File: config.mk
export PLATFORM = sky130hd
export DESIGN_NAME = por_mute_seq
export DESIGN_NICKNAME = d
export VERILOG_FILES = /design/src/rtl/por_mute_seq.sv
export SDC_FILE = /design/constraint.sdc
export NUM_CORES = 1
export LEC_CHECK = 0
export BUFFER_PORTS_ARGS = -buffer_cell sky130_fd_sc_hd__buf_2
export CORE_MARGIN = 2
export CORE_UTILIZATION = 35
export CTS_BUF_LIST = sky130_fd_sc_hd__clkbuf_4
export CTS_CLUSTER_DIAMETER = 150
export DETAILED_ROUTE_END_ITERATION = 12
export HOLD_SLACK_MARGIN = 0.1
export PLACE_DENSITY_LB_ADDON = 0.15
export SETUP_SLACK_MARGIN = 0.5
export SLEW_MARGIN = 20
export SYNTH_ARGS = -nofsm -noshare
export SYNTH_HDL_FRONTEND = slang
export SYNTH_SLANG_ARGS = --single-unit
File: constraint.sdc
create_clock -name clk -period 2.4 [get_ports clk]
set_input_delay 0.12 -clock clk [delete_from_list [all_inputs] [get_ports clk]]
set_output_delay 0.12 -clock clk [all_outputs]
set_load 0.02 [all_outputs]
File: src/rtl/por_mute_seq.sv
module por_mute_seq #(
  parameter int DATA_W       = 24,
  parameter int HOLD_CLKS    = 1024,
  parameter int MUTE_SAMPLES = 4480
) (
  input  logic              clk,
  input  logic              supply_ok,
  input  logic              sample_stb,
  input  logic [DATA_W-1:0] din,
  output logic              rst_n_int,
  output logic [DATA_W-1:0] dout,
  output logic              dout_valid
);

  localparam int CNT_MAX = (HOLD_CLKS > MUTE_SAMPLES) ? HOLD_CLKS : MUTE_SAMPLES;
  localparam int CW      = $clog2(CNT_MAX + 1);
  localparam logic [CW-1:0] HOLD_LAST = CW'(HOLD_CLKS - 1);
  localparam logic [CW-1:0] MUTE_LAST = CW'(MUTE_SAMPLES - 1);

  typedef enum logic [1:0] {S_RESET, S_MUTE, S_RUN} state_t;

  logic [1:0]    sync_q;
  logic          good;
  state_t        state;
  logic [CW-1:0] cnt;

  always_ff @(posedge clk or negedge supply_ok)
    if (!supply_ok) sync_q <= '0;
    else            sync_q <= {sync_q[0], 1'b1};

  assign good = sync_q[1];

  always_ff @(posedge clk or negedge supply_ok) begin
    if (!supply_ok) begin
      state <= S_RESET;
      cnt   <= '0;
    end else begin
      case (state)
        S_RESET:
          if (good) begin
            if (cnt == HOLD_LAST) begin
              state <= S_MUTE;
              cnt   <= '0;
            end else begin
              cnt <= cnt + CW'(1);
            end
          end
        S_MUTE:
          if (sample_stb) begin
            if (cnt == MUTE_LAST) state <= S_RUN;
            else                  cnt   <= cnt + CW'(1);
          end
        S_RUN:   state <= S_RUN;
        default: state <= S_RESET;
      endcase
    end
  end

  assign rst_n_int  = (state != S_RESET);
  assign dout_valid = (state == S_RUN);
  assign dout       = dout_valid ? din : '0;

endmodule


**Word level (Yosys, flattened, before mapping)**

Cells that the tools add are included.

- $add $sub $neg: 1
- Equality and inequality tests: 9
- Mux-type cells: 11
- Reductions and logical operators: 5

Operators by type and width:

| kind | count |
|---|---|
| $mux W13 | 4 |
| $pmux W13 S2 | 1 |
| $mux W24 | 1 |
| $add A13 B1 Y13 const B | 1 |
| $eq A13 B10 Y1 const B | 1 |
| $eq A13 B13 Y1 const B | 1 |
| $ne A2 B2 Y1 const B | 5 |
| $mux W2 | 4 |
| $reduce_and A4 Y1 | 2 |
| $pmux W2 S3 | 1 |
| $reduce_bool A2 Y1 | 2 |
| $eq A2 B1 Y1 const B | 1 |
| $eq A2 B2 Y1 const B | 1 |
| $logic_not A2 Y1 | 1 |

- Register bits after elaboration: 17
- Input port bits: 27
- Output and inout port bits: 26
- Word-level logic and storage cells: 29

**Longest topological paths before layout**

Gate-level depths: netlist of run 1.

- Depth after elaboration: 4
- Mapped depth: 8
- Gate-level depth less buffers: 7

**Worst setup path after synthesis of run 1**

OpenSTA, ideal clock, no wires.

- Path kind: reg-to-reg
- Start: register state[1]
- End: register cnt[11]
- Arrival time: 1.748 ns
- Data required time: 2.266 ns
- Path slack: 0.518 ns
- Stages on the path, launching flop included: 8
- Clock period less this slack: 1.882 ns
- Cells stage by stage: dfrtp_1 > inv_1 > ha_1 > or4_1 > nor4b_4 > a31oi_1 > o21ai_1 > o31ai_1

- Word-level cells in the longest chain between the ends: 3
- Elaborated cells on any way between the ends: 8
- Those cells by class: eq/ne (4); mux (1); reduce/logical (3)

RTL lines:

| what | line | RTL |
|---|---|---|
| start: declaration | 24 | `state_t state;` |
| start signal: assignment | 35 | `state <= S_RESET;` |
| start signal: assignment | 42 | `state <= S_MUTE;` |
| start signal: assignment | 50 | `if (cnt == MUTE_LAST) state <= S_RUN;` |
| $eq A2 B1 Y1 or $logic_not A2 Y1 (tied branches) | 38 | `case (state)` |
| $ne A2 B2 Y1 (no line) or $reduce_bool A2 Y1 (tied branches) | -- |  |
| $reduce_and A4 Y1 (no line) | -- |  |
| end signal: assignment | 45 | `cnt <= cnt + CW'(1);` |
| end signal: assignment | 51 | `else cnt <= cnt + CW'(1);` |
| end: declaration | 25 | `logic [CW-1:0] cnt;` |

Parallel ways exist; a longest one is shown, timed or not.
A chain may end at the register's enable or synchronous reset.

**Final worst setup path of run 1**

- Start: register state[0]
- End: register cnt[11]

Same word-level chain as after synthesis.

==> metrics.md, run 1 <==
| Metric | Value |
|---|---|
| Syn_nets | 149 |
| Number of synthesized flops with an enable pin | 0 |
| Slowest CP cell | dfrtp_1 |
| Clock tree sinks | 17 |
| Yosys cell types | 33 |
| Mapped cell area | 1090 µm² |
| Post-route setup TNS | 0 ps |
| First-pass GRT wire length | 4460 µm |
| Total track usage | 16.4% |
| Initial DRT Pass Iterations | 4 |
| Via count | 1095 |
| Sequential Power Share | 57.3% |
| Combinational power share | 19.5% |
| Port bufs | 52 |
| Post-synthesis cell count | 117 |
| Top FF cell, synth | dfrtp_1 |
| Initial antenna violation count | 0 |
| Final HPWL DP | 1970 µm |
| Crit share post-route | 77.9% |
| Top Ports | 53 |
| Diode count | 0 |
| Clock share of power | 23.1% |
| Placement Rows | 20 |
| P_int | 465 µW |
| Max-slew violations | 0 |
| CTS Buf Count | 3 |
| CP Cell Sequence | ha_4 > or4_4 > nor4b_4 > buf_4 > a31oi_1 > o21ai_1 > o31ai_1 |
| Initial Util | 36.3% |
| Die X | 59.8 µm |
| Vias in the first global route | 1023 |
| Mean Syn Cell Area | 9.33 µm² |
| Yosys reg bits | 17 |
| Yosys warning total | 0 |
| Psw | 222 µW |
| Core Region | 3000 µm² |
| RSZ-0062 raised after global routing | yes |
| CTS root buffer | clkbuf_4 |
| Min Tclk post-route | 1870 ps |
| WP data arrival | 2060 ps |
| Sequential fraction of the synthesis area | 39.0% |
| Placed insts | 200 |
| Layout area overhead | 45.0% |
| Final Util | 52.7% |
| Die area | 3580 µm² |
| Pin count of the biggest net entering global routing | 26 |
| DR iter-0 viols | 22 |
| CP max stage delay | 440 ps |
| Die Y | 59.8 µm |
| WHS | 269 ps |
| Leak pwr | 0.000818 µW |
| Clock Latency Late Sink | 300 ps |
| CP endpoint kind | flip-flop |
| Power per cell area | 434 nW/µm² |
| Average routed wire per standard cell | 12.6 µm |
| Post-route DRC | 0 |
| WS Path Type | flip-flop to flip-flop |
| GP Congestion | 0.778 |
| Max Root-Sink Buffers | 2 |
| Async S/R FF share, synth | 100% |
| Max-Cap Viols | 0 |
| Final Hold Vio Count | 0 |
| Status | completed |
| Gr ovfl total | 0 |
| Detail Route Antenna Nets | 0 |
| Worst-path clk slew | 100 ps |
| Peak VDD IR | 354 µV |
| Non-Filler Instances | 215 |
| Worst EP required | 2590 ps |
| Final setup violation count | 0 |
| Drt via density | 5.09 |
| Worst setup SP type | flip-flop |
| Clock skew | 3.50 ps |
| WL final | 2720 µm |
| Final net count | 215 |
| Sw Share | 32.4% |
| Layout cells sized above 1 | 46.7% |
| Hold crit path type | input pin to async pin |
| Max H-tree Level | 1 |
| CTS tree | built |
| Worst-path fanout max | 7 |
| Maximum clock frequency | 535 MHz |
final timing paths:
check | to | cells after the start | start | slack (ps)
min | state[0] | 2 | supply_ok | 270
max | cnt[11] | 7 | state[0] | 530
min in group clk | sync_q[1] | 0 | sync_q[0] | 360
min reg2reg | sync_q[1] | 0 | sync_q[0] | 360
max in group asynchronous | cnt[4] | 2 | supply_ok | 1860
max reg2reg | cnt[11] | 7 | state[0] | 530
cell type report:
class                           count  area (µm²)
Clock buffer                        3        22.5
Clock inverter                      1        5.00
Fill cell                         276        1420
Inverter                            4        15.0
Multi-Input combinational cell     93         719
Sequential cell                    17         425
Tap cell                           33        41.3
Timing Repair Buffer               64         353
critical path: cells and delay by family (launching register included):
kind                     cells  cell delay, ps
flip-flops                   1             440
AO/OA/AOI/OAI                3             250
adder cells (fa/ha/maj)      1             180
buffers and inverters        1             180
AND/OR/NAND/NOR              2             700
placed cells by master, fill, tap and decap left out, types with 2 or more instances in the layout:
master | Yosys | final
buf_2 | 1 | 52
and2_1 | 24 | 24
dfrtp_1 | 17 | 17
buf_4 | 0 | 11
nand2_1 | 8 | 8
nor2_1 | 6 | 6
o21ai_1 | 8 | 6
nand3_1 | 6 | 5
nand4_1 | 3 | 3
a31oi_1 | 4 | 3
o31ai_1 | 3 | 3
xnor2_1 | 3 | 3
ha_4 | 0 | 3
clkbuf_4 | 0 | 3
inv_2 | 0 | 2
inv_1 | 4 | 2
o21ai_2 | 0 | 2
o41ai_1 | 2 | 2
or3_1 | 2 | 2
o21ai_0 | 2 | 2
mux2_4 | 2 | 2
cell usage after synthesis, drive strengths merged (2+ instances only):
cell type | n | area (µm²)
xnor2 | 3 | 26.3
and2 | 24 | 150
o21ai | 10 | 50.1
nor2 | 6 | 22.5
inv | 4 | 15.0
dfrtp | 17 | 425
or3 | 2 | 12.5
nand4 | 3 | 18.8
nand2 | 8 | 30.0
o41ai | 2 | 17.5
clkbuf | 2 | 7.51
a31oi | 4 | 25.0
nor3 | 2 | 21.3
ha | 5 | 62.6
mux2 | 3 | 41.3
o31ai | 3 | 22.5
nand3 | 6 | 30.0
metal layers:
metal	global-route usage [%]	up-vias	share of wire, %
li1	-	540	-
met1	18.8	519	43
met2	29.2	31	51
met3	3.25	5	4.9
met4	6.98	0	1.5
met5	0	-	0
cells by family after synthesis:
group	Yosys count	share of synthesized area, %
other cells	1	0.344
buf+inv	7	2.52
fa+ha+maj	5	5.73
compound gates	21	12.2
flops	17	39.0
simple gates	58	32.3
mux	4	4.70
xor+xnor	4	3.21
metrics by stage:
stage	setup slack [ps]	cell area, µm²	total power [µW]
6_report	530	1580	687
5_1_grt	408	1580	732
4_1_cts	502	1520	664
3_5_place_dp	350	1390	499
3_3_place_gp	376	1390	493
2_1_floorplan	518	1090	447
state kept, by name (all words and copies together), names as in the netlist:
name	flops
sync_q	2
state	2
cnt	13
power by group through the flow:
stage	registers, µW	logic (µW)	clock network (µW)
floorplan	375	71.5	0
global placement	386	107	0
detailed placement	386	113	0
CTS	384	119	161
global route	403	153	177
finish	394	134	159
what timing repair did:
action,4_1_cts,5_1_grt
pin swaps,6,3
hold buffers,1,0
endpoints found under the setup margin,13,14
resized for setup,9,8
gates cloned,0,0
buffers inserted,8,2
hold endpoints to repair,17,0
(Power assumes the default switching activity.)
==> run 2: changes to the inputs <==
ABC_AREA = 1   (was not set)
clock period = 1.9 ns   (was 2.4 ns; I/O delays follow)
==> run 2 against run 1 <==
Die area rose by 17%. Clock skew rose by 0.52 ps. Largest cell class unchanged. Area after synthesis rose by 18%. Synthesized cell count rose by 66%. Non-clock buffer count rose by 15. Register-to-register slack got worse by 160 ps. Clock power rose by 30%. Combinational power rose by 93%. Power rose by 35%. Worst setup slack got worse by 180 ps. Sequential power rose by 17%.
==> metrics.md, run 2 <==
| Metric | Value |
|---|---|
| Status | completed |
| Layout cells sized above 1 | 56.8% |
| WHS | 231 ps |
| Max-slew violations | 0 |
| CTS Buf Count | 3 |
| Synth top area cells | dfrtp_1 33%, nand2_1 22%, inv_1 10%, ha_1 4.8%, nand3_1 4.3% |
| Power per cell area | 405 nW/µm² |
| Max reg flops | 13 |
| CP max stage delay | 420 ps |
| Initial antenna violation count | 0 |
| Most frequent cells in the layout | 54 x nand2_1, 29 x buf_6, 26 x buf_2 |
| Sequential fraction of the synthesis area | 32.9% |
| Mapped cell area | 1290 µm² |
| Average routed wire per standard cell | 13.3 µm |
| Post-route DRC | 0 |
| Pin count of the biggest net entering global routing | 23 |
| Hold crit path type | input pin to async pin |
| CP endpoint kind | output pin |
| RSZ-0062 raised after global routing | yes |
| Crit share post-route | 81.5% |
| Max-Cap Viols | 0 |
| Reg2Reg Depth | 9 |
| Async S/R FF share, synth | 100% |
| Final HPWL DP | 2340 µm |
| Worst EP required | 1800 ps |
| Port bufs | 52 |
| Slowest CP cell | dfrtp_1 |
| R2R Setup Slk | 370 ps |
| Syn_nets | 226 |
| Top Ports | 53 |
| Die X | 64.7 µm |
| Crit Reg-Reg Endpoint | cnt[6] |
| Crit path from | state[0] |
| Final Hold Vio Count | 0 |
| Diode count | 0 |
| Critical path depth in cells | 6 |
| WS Path Type | flip-flop to output pin |
| Initial Util | 35.8% |
| Clock Latency Late Sink | 300 ps |
| Vias in the first global route | 1334 |
| Total track usage | 18.0% |
| Max H-tree Level | 1 |
| Mean Syn Cell Area | 6.66 µm² |
| Detail Route Antenna Nets | 0 |
| Worst Setup EP | dout[2] |
| Synth area leader | dfrtp_1 |
| Peak VDD IR | 437 µV |
| Yosys cell types | 25 |
| Worst path bufs/invs | 4 |
| Worst setup SP type | flip-flop |
| Leak pwr | 0.00129 µW |
| WP data arrival | 1450 ps |
| DR iter-0 viols | 33 |
| Die area | 4190 µm² |
| Final net count | 306 |
| Placement Rows | 22 |
| Largest regs | cnt (13), state (2), sync_q (2) |
| Synth cell count leaders | 77 x nand2_1, 35 x inv_1, 17 x dfrtp_1 |
| Gr ovfl total | 0 |
| Initial DRT Pass Iterations | 4 |
| Core Region | 3610 µm² |
| Maximum clock frequency | 646 MHz |
| CP Cell Sequence | inv_2 > ha_4 > clkbuf_16 > nand2_2 > inv_2 > buf_6 |
| R2r startpoint | state[0] |
| Drt via density | 4.75 |
| Yosys warning total | 0 |
| Post-route setup TNS | 0 ps |
| Top-area cell type share of the netlist area | 32.9% |
| GP Congestion | 0.786 |
| Top FF cell, synth | dfrtp_1 |
| Crit-path most repeated cell | inv_2 |
| Worst-path fanout max | 6 |
| Clock skew | 4.02 ps |
| Via count | 1525 |
| Most frequent cell after synthesis | nand2_1 |
| CTS root buffer | clkbuf_4 |
| WL final | 4260 µm |
| Yosys reg bits | 17 |
| Min Tclk post-route | 1550 ps |
| Commonest non-fill, non-tap cell in the layout | nand2_1 |
| Number of synthesized flops with an enable pin | 0 |
| CP delay by family, top | buffers and inverters |
| CTS tree | built |
| Worst-path clk slew | 110 ps |
| Max Root-Sink Buffers | 2 |
| Die Y | 64.7 µm |
| Layout area overhead | 77.2% |
| Final setup violation count | 0 |
| Post-synthesis cell count | 194 |
| First-pass GRT wire length | 5970 µm |
| Clock tree sinks | 17 |
| Most flops, register | cnt |
-- run 2: cell types whose count changed after synthesis, sizes merged, moves of 3 or more --
cell   change
inv       +33
nand2     +73
o31ai      -3
nand3      +7
a31oi      -4
nor2       +3
and2      -24
mux2       -3
-- run 2: logic make-up (layout without fill, tap and decap cells) --
logic type	count (synthesis)	in the layout	share of synthesized area [%]
buffers and inverters	41	120	13.1
XOR/XNOR	6	6	4.07
AND/OR/NAND/NOR	112	112	39.1
flip-flops	17	17	32.9
adder cells (fa/ha/maj)	5	5	4.84
other	1	1	0.290
AO/OA/AOI/OAI	12	12	5.62
-- run 2: where the power goes --
group	switching, µW	leakage [µW]	internal, µW
clock	129	0.0000177	78.4
combinational	123	0.00104	135
sequential	55.7	0.000226	406
total	308	0.00129	620
-- run 2: metal layers --
| metal | up-vias | GRT usage, % | routed length [µm] |
|---|---|---|---|
| met1 | 695 | 21.1 | 1700 |
| li1 | 746 | - | - |
| met5 | - | 0 | 0 |
| met2 | 78 | 33.2 | 2120 |
| met4 | 0 | 3.99 | 38 |
| met3 | 6 | 3.99 | 404 |
-- run 2: stage by stage --
stage	cell area, µm²	utilization (%)	cells	setup slack (ps)	power [µW]
6_report	2290	63.5	321	352	928
4_1_cts	2000	55.3	310	377	891
5_1_grt	2290	63.5	321	278	987
2_1_floorplan	1300	-	194	461	585
3_3_place_gp	1600	44.4	292	295	643
3_5_place_dp	1600	44.4	292	241	643
-- run 2: what timing repair did --
item,4_1_cts,5_1_grt
gates cloned,2,4
hold endpoints to repair,17,0
pin swaps,4,9
resized for setup,81,57
setup endpoints to repair,40,41
hold buffers,1,0
buffers inserted,11,7
-- run 2: how the worst min path moves through the flow --
stage	from	end	slack [ps]	cells after the start
final	supply_ok	cnt[2]	230	2
after CTS	supply_ok	cnt[7]	240	2
after global placement	supply_ok	cnt[1]	40	1
after global routing	supply_ok	cnt[4]	280	2
after floorplan	supply_ok	cnt[0]	-200	0
after detailed placement	supply_ok	cnt[2]	40	1
-- run 2: layout make-up --
class / count / area, µm²
fill: 287 / 1320
multi-input combinational: 136 / 885
timing repair buffer: 79 / 739
sequential: 17 / 425
inverter: 37 / 151
tap: 48 / 60.1
clock buffer: 3 / 22.5
clock inverter: 1 / 5.00
